**config.mk**
```make
export PLATFORM = sky130hd
export DESIGN_NAME = tod_alarm_match
export DESIGN_NICKNAME = d
export VERILOG_FILES = /design/src/rtl/tod_alarm_match.sv
export SDC_FILE = /design/constraint.sdc
export NUM_CORES = 1
export LEC_CHECK = 0
export BUFFER_PORTS_ARGS = -buffer_cell sky130_fd_sc_hd__buf_2
export CORE_MARGIN = 4
export CORE_UTILIZATION = 40
export DETAILED_ROUTE_END_ITERATION = 8
export GPL_ROUTABILITY_DRIVEN = 0
export PLACE_DENSITY = 0.67
export RECOVER_POWER = 100
export SLEW_MARGIN = 20
export SYNTH_ARGS = -nofsm -noshare
export SYNTH_HDL_FRONTEND = slang
export SYNTH_SLANG_ARGS = --single-unit
```
**constraint.sdc**
```tcl
create_clock -name clk -period 0.8 [get_ports clk]
set_input_delay 0.08 -clock clk [delete_from_list [all_inputs] [get_ports clk]]
set_output_delay 0.08 -clock clk [all_outputs]
set_load 0.05 [all_outputs]
```
**src/rtl/tod_alarm_match.sv**
```systemverilog
module tod_alarm_match (
  input  logic       clk,
  input  logic       rst_n,
  input  logic [7:0] cur_sec,
  input  logic [7:0] cur_min,
  input  logic [7:0] cur_hour,
  input  logic [7:0] alm_sec,
  input  logic [7:0] alm_min,
  input  logic [7:0] alm_hour,
  input  logic       fmt_binary,
  input  logic       fmt_24h,
  input  logic       halt,
  input  logic       irq_en,
  input  logic       upd_done,
  input  logic       flag_ack,
  output logic       alarm_flag,
  output logic       irq
);

  function automatic logic [7:0] to_num(input logic [7:0] b, input logic bin);
    return bin ? b : (({4'd0, b[7:4]} * 8'd10) + {4'd0, b[3:0]});
  endfunction

  function automatic logic [7:0] to_hour(input logic [7:0] b, input logic bin, input logic h24);
    logic [7:0] v;
    v = to_num({1'b0, b[6:0]}, bin);
    if (!h24) v = (v % 8'd12) + (b[7] ? 8'd12 : 8'd0);
    return v;
  endfunction

  logic any_s, any_m, any_h;
  logic eq_s, eq_m, eq_h;
  logic hit;

  assign any_s = &alm_sec[7:6];
  assign any_m = &alm_min[7:6];
  assign any_h = &alm_hour[7:6];

  assign eq_s = any_s | (to_num(alm_sec, fmt_binary) == to_num(cur_sec, fmt_binary));
  assign eq_m = any_m | (to_num(alm_min, fmt_binary) == to_num(cur_min, fmt_binary));
  assign eq_h = any_h | (to_hour(alm_hour, fmt_binary, fmt_24h) ==
                         to_hour(cur_hour, fmt_binary, fmt_24h));

  assign hit = upd_done & ~halt & eq_s & eq_m & eq_h;

  always_ff @(posedge clk or negedge rst_n) begin
    if (!rst_n) begin
      alarm_flag <= 1'b0;
      irq        <= 1'b0;
    end else if (hit) begin
      alarm_flag <= 1'b1;
      if (irq_en) irq <= 1'b1;
    end else if (flag_ack) begin
      alarm_flag <= 1'b0;
      irq        <= 1'b0;
    end
  end

endmodule

```
==> flow_summary.json <==
{
  "run_status": "complete, but fails checks",
  "violations": "negative setup slack",
  "die_h_um": 92.1,
  "fmax_ghz": 0.263,
  "synth-simple-area-share_pct": 17.8,
  "crit_arrival_ns": 3.93,
  "synth_compound_area_share_pct": 22.0,
  "die_w_um": 92.1,
  "rr_startpoint": "irq",
  "wl_met1_um": 3440,
  "ios": 58,
  "ys_ff_latch": 2,
  "grt_usage_pct": 19.4,
  "synth_cells": 339,
  "ys_warn_count": 0,
  "crit_path_end_kind": "flip-flop",
  "start_util_pct": 41.4,
  "start_kind": "input pin",
  "synth_enable_flop_cells": 0,
  "crit_start": "alm_hour[4]",
  "total_power_mw": 4.31,
  "cts_tree": "done",
  "yosysSeqAreaShare_pct": 1.77,
  "synth_xor_area_share_pct": 22.7,
  "period_needed_ns": 3.80,
  "antenna_found_initial": 0,
  "min_period_over_period_pct": 476,
  "drv_slew": 0,
  "synthAdderAreaFrac_pct": 28.0,
  "synth_top_area_share_pct": 19.5,
  "core_area_um2": 6830,
  "synthMuxAreaShare_pct": 3.23,
  "grt_max_degree": 25,
  "syn_area_um2": 2830,
  "drive_gt1_share_pct": 43.5,
  "dr.max_layer_used": "met4",
  "synth.distinct_cells": 64,
  "setup_violations": 4,
  "num_vias": 3130,
  "cts_buffer_depth": 2,
  "crit_type": "in -> reg",
  "numCtsBuffers": 3,
  "wl_um": 8110,
  "htreeDepth": 1,
  "via_per_inst": 5.22,
  "clk_pin_slew_ns": 0.03,
  "ys.flop_type": "dfrtp_1",
  "dp_slack_ns": -3.33,
  "crit_required_ns": 0.93,
  "power.density_nw_per_um2": 984,
  "final_cells": 600,
  "synth_largest_area_cell": "ha_1",
  "numPortBuffers": 57,
  "clock_skew_ns": 0,
  "rows": 30,
  "clock-root-buffer": "clkbuf_8",
  "leakagePower_nw": 2.04,
  "syn_area_per_cell_um2": 8.35,
  "grt_overflow": 0,
  "grt_pass1_wl_um": 14000,
  "holdCritStartpoint": "flag_ack",
  "post_drt_wl_per_cell_um": 13.5,
  "synth_top_family_by_area": "adder cells",
  "synth_most_common_cell": "ha_1",
  "cp_max_fo": 5,
  "n_fill_cell": 596,
  "hold_class": "in -> reg",
  "ant_nets": 0,
  "synth_common_cells": "ha_1 (44), xnor2_1 (39), xor2_1 (30)",
  "dpl.hpwl_um": 6920,
  "drtIter0Drc": 157,
  "worstMarginPinSlew_ns": 0.452,
  "syn-num-nets": 451,
  "async_flop_share_pct": 100,
  "met3WireLength_um": 286,
  "met2_length_um": 4230,
  "final_net_count": 618,
  "drtPass1Iterations": 4,
  "drv_cap": 0,
  "vdd_drop_max_uv": 477,
  "grt_pass1_vias": 3327,
  "place_inst": 591,
  "slew_headroom_pct": 69.9,
  "cts_sinks": 2,
  "holdWs_ns": 0.0862,
  "yosys-top-cells-area": "ha_1 (19%), xnor2_1 (12%), xor2_1 (9.3%)",
  "worst_slack_ns": -3.00,
  "finalHoldViolations": 0,
  "synthToLayoutAreaGrowth_pct": 54.8,
  "clk_latency_ns": 0.21,
  "grt_setup_unrepaired": "yes",
  "die_area_um2": 8480,
  "drc": 0,
  "diodes": 0
}
==> layout by cell type (no fill, tap or decap), types with 9 or more instances in the layout <==
cell and instances:
xor2_1 30, o21ai_0 12, ha_1 34, inv_1 15, fa_1 10, nor2_1 9, xnor2_1 38, buf_2 51
nor3_1 11, a21oi_1 10, buf_4 112, nand2_1 17
==> cell families (layout without fill, tap and decap cells) <==
logic type	after synthesis	count (layout)
and+or+nand+nor	94	94
AOI/OAI and AO/OA	82	82
xor gates and xnor gates	71	71
adders and majority gates	56	56
buffers and inverters	25	190
muxes	9	9
DFF	2	2
==> worst max-delay path, stage by stage <==
cell and delay [ns]:
buf_8 0.11, ha_4 0.25, ha_4 0.27, nand3_2 0.12
a211oi_2 0.36, a311oi_4 0.11, or3_4 0.37, a31oi_4 0.20
nor3_2 0.07, a21oi_1 0.15, mux2i_1 0.10, ha_2 0.18
fa_1 0.44, xor2_1 0.15, nor3_1 0.19, a31oi_1 0.07
a311oi_1 0.21, a32o_2 0.22, o211ai_1 0.11, a22oi_1 0.17
==> per-stage QoR <==
step,cell area (µm²),utilization [%],setup TNS [ns]
floorplan,3020,-,-5.80
global placement,4170,61.0,-6.28
detailed placement,4170,61.0,-6.54
CTS,4290,62.7,-5.95
global route,4380,64.1,-6.53
finish,4380,64.1,-6.01
==> metal layers <==
metal,global-route usage (%),vias up
met5,0,-
met4,4.83,0
met3,2.87,17
met2,36.7,60
met1,22.7,1478
li1,-,1575
==> area by class of cell <==
class / instances / area [µm²] / share of cell area [%]
Tap cell: 96 / 120 / 2.74
Timing Repair Buffer: 171 / 1190 / 27.2
Sequential cell: 2 / 50.0 / 1.14
Clock buffer: 3 / 41.3 / 0.943
Multi-Input combinational cell: 312 / 2920 / 66.6
Inverter: 16 / 60.1 / 1.37
==> power breakdown <==
group | total, mW | internal (mW) | switching (mW)
logic | 3.81 | 2.05 | 1.76
registers | 0.104 | 0.103 | 0.000835
clock network | 0.394 | 0.318 | 0.0760
==> what timing repair did <==
item | CTS | global route
resized for setup | 12 | 16
hold buffers | 1 | 0
endpoints found under the setup margin | 4 | 4
hold endpoints to repair | 2 | 0
pin swaps | 5 | 10
buffers inserted | 2 | 3
==> sequential cells by signal, indices dropped and copies added (netlist names) <==
signal and flops:
alarm_flag 1, irq 1
==> worst paths after layout <==
check,cells after the start,end,slack (ns)
max in group asynchronous,2,alarm_flag,0.45
worst min-delay path,2,alarm_flag,0.09
worst min register to register,2,alarm_flag,0.56
worst max-delay path,20,irq,-3.00
min in group asynchronous,2,irq,0.22
worst max register to register,3,irq,0.03
(Power assumes the default switching activity.)
